[config.mk]
export PLATFORM = sky130hd
export DESIGN_NAME = sio_cfg_port
export DESIGN_NICKNAME = d
export VERILOG_FILES = /design/src/rtl/sio_cfg_pkg.sv /design/src/rtl/sio_key_seq.sv /design/src/rtl/sio_glob_regs.sv /design/src/rtl/sio_ld_bank.sv /design/src/rtl/sio_cfg_port.sv
export SDC_FILE = /design/constraint.sdc
export NUM_CORES = 1
export LEC_CHECK = 0
export BUFFER_PORTS_ARGS = -buffer_cell sky130_fd_sc_hd__buf_2
export CAP_MARGIN = 15
export CORE_UTILIZATION = 49
export CTS_CLUSTER_DIAMETER = 150
export DETAILED_ROUTE_END_ITERATION = 16
export GPL_ROUTABILITY_DRIVEN = 0
export MAX_ROUTING_LAYER = met4
export PLACE_DENSITY_LB_ADDON = 0.05
export SLEW_MARGIN = 20
export SYNTH_ARGS = -nofsm -noshare
export SYNTH_HDL_FRONTEND = slang
export SYNTH_SLANG_ARGS = --single-unit
[constraint.sdc]
create_clock -name clk -period 5.5 [get_ports clk]
set_input_delay 0.275 -clock clk [delete_from_list [all_inputs] [get_ports clk]]
set_output_delay 0.275 -clock clk [all_outputs]
set_load 0.005 [all_outputs]
[src/rtl/sio_cfg_pkg.sv]
package sio_cfg_pkg;
  localparam logic [7:0] KEY_UNLOCK   = 8'h87;
  localparam logic [7:0] KEY_LOCK     = 8'hAA;
  localparam logic [7:0] IDX_LDSEL    = 8'h07;
  localparam logic [7:0] IDX_DEVID_HI = 8'h20;
  localparam logic [7:0] IDX_DEVID_LO = 8'h21;
  localparam logic [7:0] IDX_REV      = 8'h22;
  localparam logic [7:0] IDX_VEND_HI  = 8'h23;
  localparam logic [7:0] IDX_VEND_LO  = 8'h24;
  localparam logic [7:0] IDX_BANK     = 8'h30;
  localparam logic [7:0] RD_LOCKED    = 8'hFF;

  typedef enum logic [1:0] {
    KS_SHUT = 2'd0,
    KS_HALF = 2'd1,
    KS_OPEN = 2'd2
  } key_state_t;
endpackage

[src/rtl/sio_key_seq.sv]
module sio_key_seq
  import sio_cfg_pkg::*;
(
  input  logic       clk,
  input  logic       rst_n,
  input  logic       idx_wr,
  input  logic [7:0] wdata,
  output logic       open,
  output logic [7:0] idx
);
  key_state_t st_q;

  always_ff @(posedge clk or negedge rst_n) begin
    if (!rst_n) begin
      st_q <= KS_SHUT;
      idx  <= 8'h00;
    end else if (idx_wr) begin
      case (st_q)
        KS_SHUT: st_q <= (wdata == KEY_UNLOCK) ? KS_HALF : KS_SHUT;
        KS_HALF: st_q <= (wdata == KEY_UNLOCK) ? KS_OPEN : KS_SHUT;
        KS_OPEN: begin
          if (wdata == KEY_LOCK) st_q <= KS_SHUT;
          else                   idx  <= wdata;
        end
        default: st_q <= KS_SHUT;
      endcase
    end
  end

  assign open = (st_q == KS_OPEN);
endmodule

[src/rtl/sio_glob_regs.sv]
module sio_glob_regs
  import sio_cfg_pkg::*;
#(
  parameter int          LD_W      = 3,
  parameter logic [15:0] DEV_ID    = 16'h0A5C,
  parameter logic [7:0]  REV       = 8'h01,
  parameter logic [15:0] VENDOR_ID = 16'h1934
) (
  input  logic            clk,
  input  logic            rst_n,
  input  logic            data_wr,
  input  logic [7:0]      idx,
  input  logic [LD_W-1:0] wsel,
  output logic [LD_W-1:0] ldn,
  output logic [7:0]      rdata
);
  always_ff @(posedge clk or negedge rst_n) begin
    if (!rst_n)                          ldn <= '0;
    else if (data_wr && idx == IDX_LDSEL) ldn <= wsel;
  end

  always_comb begin
    case (idx)
      IDX_LDSEL:    rdata = 8'(ldn);
      IDX_DEVID_HI: rdata = DEV_ID[15:8];
      IDX_DEVID_LO: rdata = DEV_ID[7:0];
      IDX_REV:      rdata = REV;
      IDX_VEND_HI:  rdata = VENDOR_ID[15:8];
      IDX_VEND_LO:  rdata = VENDOR_ID[7:0];
      default:      rdata = 8'h00;
    endcase
  end
endmodule

[src/rtl/sio_ld_bank.sv]
module sio_ld_bank
  import sio_cfg_pkg::*;
#(
  parameter int NUM_LD = 8,
  parameter int LD_W   = 3
) (
  input  logic              clk,
  input  logic              rst_n,
  input  logic              data_wr,
  input  logic              data_rd,
  input  logic [7:0]        idx,
  input  logic [LD_W-1:0]   ldn,
  input  logic              en_bit,
  input  logic [NUM_LD*8-1:0] fn_rdata,
  output logic [NUM_LD-1:0] en,
  output logic [NUM_LD-1:0] fn_wr,
  output logic [NUM_LD-1:0] fn_rd,
  output logic [7:0]        rdata
);
  logic above;
  assign above = (idx > IDX_BANK);

  for (genvar g = 0; g < NUM_LD; g++) begin : g_dev
    logic sel;
    assign sel = (ldn == LD_W'(g));
    always_ff @(posedge clk or negedge rst_n) begin
      if (!rst_n)                               en[g] <= 1'b0;
      else if (data_wr && sel && idx == IDX_BANK) en[g] <= en_bit;
    end
    assign fn_wr[g] = data_wr && sel && above;
    assign fn_rd[g] = data_rd && sel && above;
  end

  always_comb begin
    rdata = 8'h00;
    for (int i = 0; i < NUM_LD; i++) begin
      if (ldn == LD_W'(i)) begin
        rdata = above ? fn_rdata[i*8 +: 8] : {7'b0, en[i]};
      end
    end
  end
endmodule

[src/rtl/sio_cfg_port.sv]
module sio_cfg_port
  import sio_cfg_pkg::*;
#(
  parameter int          NUM_LD    = 8,
  parameter logic [15:0] DEV_ID    = 16'h0A5C,
  parameter logic [7:0]  REV       = 8'h01,
  parameter logic [15:0] VENDOR_ID = 16'h1934
) (
  input  logic                clk,
  input  logic                rst_n,
  input  logic                io_addr,
  input  logic                io_wr,
  input  logic                io_rd,
  input  logic [7:0]          io_wdata,
  output logic [7:0]          io_rdata,
  output logic [NUM_LD-1:0]   ld_en,
  output logic [NUM_LD-1:0]   ld_wr,
  output logic [NUM_LD-1:0]   ld_rd,
  output logic [7:0]          ld_idx,
  output logic [7:0]          ld_wdata,
  input  logic [NUM_LD*8-1:0] ld_rdata
);
  localparam int LD_W = (NUM_LD > 1) ? $clog2(NUM_LD) : 1;

  logic            cfg_open;
  logic [7:0]      cur_idx;
  logic [LD_W-1:0] ldn;
  logic [7:0]      glob_rdata;
  logic [7:0]      bank_rdata;
  logic            data_wr;
  logic            data_rd;

  assign data_wr = io_wr && io_addr && cfg_open;
  assign data_rd = io_rd && io_addr && cfg_open;

  sio_key_seq u_key (
    .clk    (clk),
    .rst_n  (rst_n),
    .idx_wr (io_wr && !io_addr),
    .wdata  (io_wdata),
    .open   (cfg_open),
    .idx    (cur_idx)
  );

  sio_glob_regs #(
    .LD_W      (LD_W),
    .DEV_ID    (DEV_ID),
    .REV       (REV),
    .VENDOR_ID (VENDOR_ID)
  ) u_glob (
    .clk     (clk),
    .rst_n   (rst_n),
    .data_wr (data_wr),
    .idx     (cur_idx),
    .wsel    (io_wdata[LD_W-1:0]),
    .ldn     (ldn),
    .rdata   (glob_rdata)
  );

  sio_ld_bank #(
    .NUM_LD (NUM_LD),
    .LD_W   (LD_W)
  ) u_bank (
    .clk      (clk),
    .rst_n    (rst_n),
    .data_wr  (data_wr),
    .data_rd  (data_rd),
    .idx      (cur_idx),
    .ldn      (ldn),
    .en_bit   (io_wdata[0]),
    .fn_rdata (ld_rdata),
    .en       (ld_en),
    .fn_wr    (ld_wr),
    .fn_rd    (ld_rd),
    .rdata    (bank_rdata)
  );

  assign ld_idx   = cur_idx;
  assign ld_wdata = io_wdata;

  always_ff @(posedge clk or negedge rst_n) begin
    if (!rst_n) begin
      io_rdata <= RD_LOCKED;
    end else if (io_rd) begin
      if (!cfg_open)              io_rdata <= RD_LOCKED;
      else if (!io_addr)          io_rdata <= cur_idx;
      else if (cur_idx >= IDX_BANK) io_rdata <= bank_rdata;
      else                        io_rdata <= glob_rdata;
    end
  end
endmodule

==> results_dict.tcl, run 1 <==
set metrics [dict create \
    multi_input_area_sq_mm 0.00147 \
    clk_pin_slew_ps 70 \
    drv_cap 0 \
    crit_fanout 11 \
    drt_iter0_drc 158 \
    worst-setup-path-type "flip-flop to output port" \
    p_total_uw 877 \
    antenna_cells 0 \
    cts-root-buf "clkbuf_8" \
    required_ps 5220 \
    cts_hold_buf 0 \
    syn2layout_area_growth_pct 26.7 \
    ys_top_cells_by_count "nor2_1, nand2_1, mux2_2" \
    syn_nets 346 \
    status "finished clean" \
    synth_edf_count 0 \
    io_buffer_count 124 \
    netlist_instances 269 \
    htreeDepth 2 \
    clock_sinks 29 \
    synth_cell_type_count 55 \
    ant_nets 0 \
    synth_area_sq_mm 0.00239 \
    synth_ff_type "dfrtp_1" \
    max-vdd-ir-drop_uv 223 \
    post_dp_cell_area_sq_mm 0.00295 \
    min_period_ps 2940 \
    vias 2468 \
    p_leak_uw 0.00139 \
    startpoint_type "flip-flop" \
    grt_max_degree 30 \
    min_path_type "input pin to asynchronous set/reset pin" \
    start_util_pct 50.7 \
    fin_skew_ps 10.6 \
    nets 449 \
    ys_ff_latch 29 \
    routedWlPerCell_um 15.6 \
    syn_area_per_cell_sq_um 8.90 \
    post_cts_resized 0 \
    final_layout_size_suffix_gt1_share_pct 47.5 \
    chipWidth_um 71.9 \
    io_pins 125 \
    yosysSeqAreaShare_pct 30.7 \
    ctsLongestPathBuffers 2 \
    die_h_um 71.9 \
    yosysMostFrequentCell "nor2_1" \
    dieArea_sq_mm 0.00517 \
    grt_pass1_wl_um 10900 \
    pwr_density_cell_mw_per_mm2 289 \
    wirelength_um 6850 \
    fmax_ghz 0.340 \
    antenna_found_initial 0 \
    critPathArrivalTime_ps 2660 \
    hpwlAfterDp_um 5150 \
    rsz0062_at_grt "no" \
    coreArea_sq_mm 0.00472 \
    fill_cells 412 \
    hold_viol_final 0 \
    grt_use_total_pct 28.1 \
    ys_warn_count 0 \
    grt-ovfl-total 0 \
    finalSetupTns_ps 0 \
    setup_viol 0 \
    drv_slew 0 \
    stdcell_area_sq_mm 0.00303 \
    post-route-period-util_pct 53.4 \
    register_area_sq_um 736 \
    synth_top_cell_by_area "dfrtp_1" \
    endpoint_kind "output port" \
    worstMarginPinSlew_ps 916 \
    holdWs_ps 10.7 \
    synth_area_leaders "dfrtp_1, mux2_2, dfstp_2" \
    async_flop_share_pct 100 \
    cts_tree "built" \
    slew-limit-headroom_pct 38.9 \
    cts_setup_buffers 0 \
    insertion_delay_ps 290 \
    synth_top_area_share_pct 22.0 \
    dr.pass1.iters 5 \
    drc 0 \
    rows 25 \
    grt_pass1_vias 2171 \
    post_drt_via_cell_ratio 5.61 \
    cts_made_buffers 5 \
]
[cell usage in the layout (no fill, tap or decap), types with 4 or more instances in the layout]
cell      count
a21oi_1      14
and3_1        4
buf_2       124
clkbuf_8      5
dfrtp_1      21
dfstp_2       8
inv_1         7
mux2_2       23
mux2i_1       7
mux4_2        6
nand2_1      24
nand2b_1      4
nand3_1      10
nor2_1       32
nor2b_1       5
nor3_1        5
nor4_1        4
o21ai_0      14
o221ai_1      5
[per-layer routing]
metal | part of all wire, % | GRT usage (%) | wire [um] | up-vias
met5 | 0 | - | 0 | -
met4 | 1.1 | 7.19 | 72 | 0
met3 | 7.7 | 6.11 | 527 | 8
met2 | 46 | 42.2 | 3120 | 122
met1 | 46 | 38.9 | 3130 | 1140
li1 | - | - | - | 1198
[critical path: stages, from the launching register on]
cell,delay [ps]
dfrtp_1,580
a211oi_1,240
a21oi_1,750
nand2_1,390
nor4_1,250
buf_2,160
[cell families (layout without fill, tap and decap cells)]
| logic type | count (synthesis) | after routing | share of synthesized area (%) |
|---|---|---|---|
| buffers and inverters | 37 | 141 | 7.89 |
| DFF | 29 | 29 | 30.7 |
| AOI/OAI and AO/OA | 60 | 60 | 17.3 |
| muxes | 38 | 38 | 20.3 |
| and+or+nand+nor | 105 | 105 | 23.7 |
[power by group]
| part | internal, uW | switching [uW] |
|---|---|---|
| clock network | 88.6 | 83.1 |
| logic | 166 | 178 |
| registers | 264 | 98.2 |
| total | 518 | 359 |
[area by class of cell]
cell class	instances	area share (%)
multi-input combinational	203	48.5
sequential	29	24.3
timing repair buffer	126	21.0
tap	67	2.77
clock buffer	7	2.52
inverter	7	0.867
clock inverter	1	0.165
[per-stage QoR]
stage | util, % | instances | setup WS (ps)
5_1_grt | 64.2 | 440 | 2370
3_5_place_dp | 62.5 | 432 | 2910
3_3_place_gp | 62.5 | 432 | 3060
2_1_floorplan | - | 269 | 3530
4_1_cts | 64.2 | 440 | 2590
6_report | 64.2 | 440 | 2560
[sequential cells by signal (all words and copies together), names as in the netlist]
register	flops
io_rdata	8
u_bank.en	8
u_glob.ldn	3
u_key.idx	8
u_key.st_q	2
[path summary, 6_finish.rpt]
check	to	startpoint	cells past startpoint	slack (ps)
max	ld_wr[0]	u_key.idx[5]	5	2560
min	u_key.st_q[1]	rst_n	1	10
max reg2reg	io_rdata[5]	u_key.idx[5]	5	3020
min reg2reg	io_rdata[5]	io_rdata[5]	2	500
max in group asynchronous	u_glob.ldn[0]	rst_n	1	5060
min in group clk	u_key.idx[6]	io_wdata[6]	2	240
No activity file was read; power rests on OpenSTA's default activity.
==> run 2, diff against run 1 <==
Settings changed: CORE_UTILIZATION 49 to 46.
Clock period 5.5 ns to 3.05 ns, I/O delays scaled along.
==> run 2 against run 1 <==
  * Critical path depth stayed put
  * Global-route usage is 0.99 points lower
  * Total power is 94% higher
  * First-iteration DRC count is 23% lower
  * Final cell count is 0.91% higher
  * Sequential share of layout area is 0.53 points lower
  * Hold slack better by 120 ps
==> results_dict.tcl, run 2 (synthesized netlist as in run 1, its figures left out) <==
set metrics [dict create \
    layout_common_cells "buf_2, nor2_1, nand2_1" \
    routedWlPerCell_um 16.1 \
    antenna_found_initial 0 \
    min_path_type "input pin to flip-flop" \
    worst-setup-path-type "flip-flop to output port" \
    post_drt_via_cell_ratio 5.59 \
    fmax_ghz 0.406 \
    hold_viol_final 0 \
    chipWidth_um 74.1 \
    slew-limit-headroom_pct 43.7 \
    clk_pin_slew_ps 60 \
    ctsLongestPathBuffers 2 \
    stdcell_area_sq_mm 0.00310 \
    cts-root-buf "clkbuf_8" \
    grt_max_degree 30 \
    post-route-period-util_pct 80.7 \
    wirelength_um 7130 \
    mostFrequentLayoutCell "buf_2" \
    timing.rr.end "io_rdata[0]" \
    drt_iter0_drc 122 \
    layout_setup_ws_ps 588 \
    post_cts_resized 0 \
    required_ps 2900 \
    post_dp_cell_area_sq_mm 0.00297 \
    critPathArrivalTime_ps 2310 \
    setup_viol 0 \
    grt_pass1_vias 2210 \
    drv_cap 0 \
    drc 0 \
    dieArea_sq_mm 0.00550 \
    grt-ovfl-total 0 \
    reg_top3 "io_rdata x8, u_bank.en x8, u_key.idx x8" \
    min_period_ps 2460 \
    cts_tree "built" \
    io_pins 125 \
    holdWs_ps 135 \
    wl_met3_um 583 \
    rr_worst_depth 6 \
    ant_nets 0 \
    rsz0062_at_grt "no" \
    endpoint "ld_wr[0]" \
    worstMarginPinSlew_ps 844 \
    dr.max_layer_used "met4" \
    dr.pass1.iters 4 \
    grt_pass1_wl_um 10800 \
    finalSetupTns_ps 0 \
    grt_use_total_pct 27.1 \
    cp.depth 5 \
    drv_slew 0 \
    endpoint_kind "output port" \
    wl_met1_um 3150 \
    final_layout_size_suffix_gt1_share_pct 48.0 \
    start_util_pct 49.4 \
    cp_slowest_cell "dfrtp_1" \
    clock_sinks 29 \
    io_buffer_count 124 \
    insertion_delay_ps 280 \
    preCtsSetupSlack_ps 843 \
    htreeDepth 2 \
    cts_made_buffers 5 \
    rows 25 \
    crit_path_cell_trace "a211oi_1, a21oi_1, nand2_1, nor4_1, buf_2" \
    crit_fanout 11 \
    cp_slowest_stage_delay_ps 590 \
    final_util_pct 63.9 \
    antenna_cells 0 \
    hpwlAfterDp_um 5420 \
    worstReg2RegStart "u_key.idx[5]" \
    syn2layout_area_growth_pct 29.5 \
    dr_wl_met2_um 3300 \
    p_leak_uw 0.00143 \
    cts_setup_buffers 0 \
    cts_hold_buf 1 \
    status "finished clean" \
    startpoint_type "flip-flop" \
    crit_family "compound AO/OA/AOI/OAI gates" \
    vias 2480 \
    pwr_density_cell_mw_per_mm2 548 \
    coreArea_sq_mm 0.00485 \
    die_h_um 74.1 \
    path_buf_inv 1 \
    critical_path.startpoint "u_key.idx[5]" \
    nets 453 \
    fin_skew_ps 8.65 \
    ff2ff_setup_slack_ps 740 \
    max-vdd-ir-drop_uv 539 \
]
[run 2: worst min-delay path by stage]
stage | slack (ps) | end | from | cells past startpoint
global placement | 220 | u_glob.ldn[0] | rst_n | 1
global route | 130 | u_key.idx[7] | io_wdata[7] | 2
floorplan | -140 | u_bank.en[0] | rst_n | 0
CTS | 130 | u_key.idx[4] | io_wdata[4] | 2
detailed placement | 220 | u_key.st_q[0] | rst_n | 1
finish | 130 | u_key.idx[7] | io_wdata[7] | 2
[run 2: routing by layer]
layer	track usage (%)	up-vias
met5	-	-
met4	7.91	0
li1	-	1206
met3	4.61	9
met1	36.8	1145
met2	41.6	120
[run 2: worst register-to-register path, cell delays in order (launching register included)]
cell and delay, ps:
dfrtp_1 530, a211oi_1 580, a21oi_1 240, buf_4 220, or3_1 320, a32oi_1 200
o211ai_1 120
[run 2: final cells by class]
class                   instances  area, sq um
clock buffers                   7         86.3
clock inverters                 1         30.0
fillers                       441         1750
inverters                       7         26.3
multi-input cells             203         1470
flip-flops and latches         29          736
well taps                      67         83.8
repair buffers                130          668
[run 2: stage by stage]
stage                     power [uW]  cells
after floorplan                 1040    269
after global placement          1270    435
after detailed placement        1280    435
after CTS                       1700    444
after global routing            1810    444
final                           1700    444
[run 2: where the power goes]
| group | leakage, uW | switching, uW | internal (uW) |
|---|---|---|---|
| logic | 0.00101 | 316 | 311 |
| registers | 0.000357 | 180 | 475 |
| clock network | 0.0000585 | 149 | 266 |
==> run 3, diff against run 2 <==
Clock period 3.05 ns to 2.31 ns, I/O delays scaled along.
==> run 3 against run 2 <==
  * Via count up 1.7%
  * Non-clock buffer count up 9
  * Die area unchanged
  * Design area up 2.5%
  * Final cell count up 2.0%
  * Clock power up 13%
  * First-iteration DRC count up 22%
  * Sequential cell count unchanged
  * Sequential share of layout area down 0.58 points
==> results_dict.tcl, run 3 (synthesized netlist as in run 1, its figures left out) <==
set metrics [dict create \
    setup_viol 0 \
    endpoint_kind "flip-flop" \
    mostFrequentLayoutCell "buf_2" \
    p_leak_uw 0.00148 \
    fmax_ghz 0.471 \
    drc 0 \
    grt_pass1_vias 2299 \
    cts-root-buf "clkbuf_8" \
    min_path_type "input pin to flip-flop" \
    fill_cells 418 \
    finalSetupTns_ps 0 \
    layout_common_cells "buf_2, nor2_1, nand2_1" \
    ctsLongestPathBuffers 2 \
    antenna_cells 0 \
    ff2ff_setup_slack_ps 190 \
    cts_made_buffers 5 \
    required_ps 2480 \
    p_total_uw 2290 \
    coreArea_sq_mm 0.00485 \
    io_pins 125 \
    rows 25 \
    reg_top3 "io_rdata x8, u_bank.en x8, u_key.idx x8" \
    hpwlAfterDp_um 5510 \
    cts_tree "built" \
    critPathArrivalTime_ps 2290 \
    layout_setup_ws_ps 189 \
    dieArea_sq_mm 0.00550 \
    pwr_density_cell_mw_per_mm2 720 \
    drt_iter0_drc 149 \
    start_util_pct 49.4 \
    critical_path.startpoint "u_key.idx[0]" \
    slew-limit-headroom_pct 56.6 \
    rsz0062_at_grt "no" \
    startpoint_type "flip-flop" \
    grt-ovfl-total 0 \
    cp_slowest_stage_delay_ps 600 \
    worst-setup-path-type "flip-flop to flip-flop" \
    min_period_ps 2120 \
    final_util_pct 65.5 \
    clk_pin_slew_ps 70 \
    die_h_um 74.1 \
    ant_nets 0 \
    worstReg2RegStart "u_key.idx[0]" \
    syn2layout_area_growth_pct 32.7 \
    chipWidth_um 74.1 \
    wirelength_um 7080 \
    clock_sinks 29 \
    drv_slew 0 \
    htreeDepth 2 \
    post_drt_via_cell_ratio 5.57 \
    crit_path_cell_trace "or4_4, nor3_4, nand4_4, nor4_4, mux2_1" \
    grt_pass1_wl_um 10900 \
    max-vdd-ir-drop_uv 578 \
    rr_worst_depth 5 \
    fin_skew_ps 7.80 \
    drv_cap 0 \
    worstMarginPinSlew_ps 651 \
    routedWlPerCell_um 15.6 \
    hold_viol_final 0 \
    crit_fanout 9 \
    cp_slowest_cell "or4_4" \
    status "finished clean" \
    vias 2521 \
    final_layout_size_suffix_gt1_share_pct 50.5 \
    post-route-period-util_pct 91.8 \
    antenna_found_initial 0 \
    endpoint "u_bank.en[0]" \
    nets 462 \
    grt_max_degree 30 \
    preCtsSetupSlack_ps 194 \
    insertion_delay_ps 290 \
    grt_use_total_pct 27.1 \
    dr.pass1.iters 4 \
    io_buffer_count 124 \
    timing.rr.end "u_bank.en[0]" \
]
==> run 3: cell types whose count changed in the layout (fill, tap and decap cells not counted), sizes merged <==
cell / delta
clkinv: +1
buf: +9
bufinv: -1
==> run 3: worst min path at each step <==
stage / start / endpoint / slack, ps / depth (start not counted)
after global placement: rst_n / u_key.st_q[0] / 180 / 1
after CTS: io_wdata[6] / u_key.idx[6] / 80 / 2
after detailed placement: rst_n / u_key.idx[0] / 170 / 1
after floorplan: rst_n / u_bank.en[0] / -180 / 0
final: io_wdata[6] / u_key.idx[6] / 80 / 2
after global routing: io_wdata[6] / u_key.idx[6] / 80 / 2
==> run 3: per-stage QoR <==
stage,hold WS [ps],instances,cell area (sq um)
floorplan,-180,269,2390
global placement,181,444,3040
detailed placement,172,444,3040
CTS,79.1,453,3160
global route,84.6,453,3180
finish,84.2,453,3180
==> run 3: per-layer routing <==
metal | share of wire [%] | GRT usage, % | vias to the layer above
met3 | 7.6 | 4.47 | 8
met2 | 46 | 42.1 | 119
met4 | 1.3 | 8.76 | 0
li1 | - | - | 1220
met5 | 0 | - | -
met1 | 45 | 36.1 | 1174
==> run 3: worst max-delay path: cells and delay by family, from the launching register on <==
kind             cells  cell delay, ps
flip-flops           1             460
AND/OR/NAND/NOR      4            1180
multiplexers         1             350
==> run 3: area by class of cell <==
cell class	instances	area [sq um]	share of cell area (%)
tap	67	83.8	2.64
sequential	29	736	23.2
inverter	7	26.3	0.827
clock buffer	7	96.3	3.03
timing repair buffer	139	736	23.2
multi-input combinational	203	1490	47.0
clock inverter	1	5.00	0.158
==> run 3: timing repair <==
item / CTS / global route
hold buffers: 1 / 0
gates resized for setup: 1 / 4
endpoints found under the hold margin: 21 / 0
cloned: 0 / 0
buffers inserted: 0 / 0
pin swaps: 0 / 0
setup endpoints to repair: 6 / 7
==> run 3: power by group <==
part / switching, uW / internal [uW] / leakage [uW] / total [uW]
Clock: 200 / 269 / 0.0000542 / 469
Combinational: 553 / 494 / 0.00107 / 1050
Sequential: 142 / 630 / 0.000357 / 772
Total: 895 / 1390 / 0.00148 / 2290
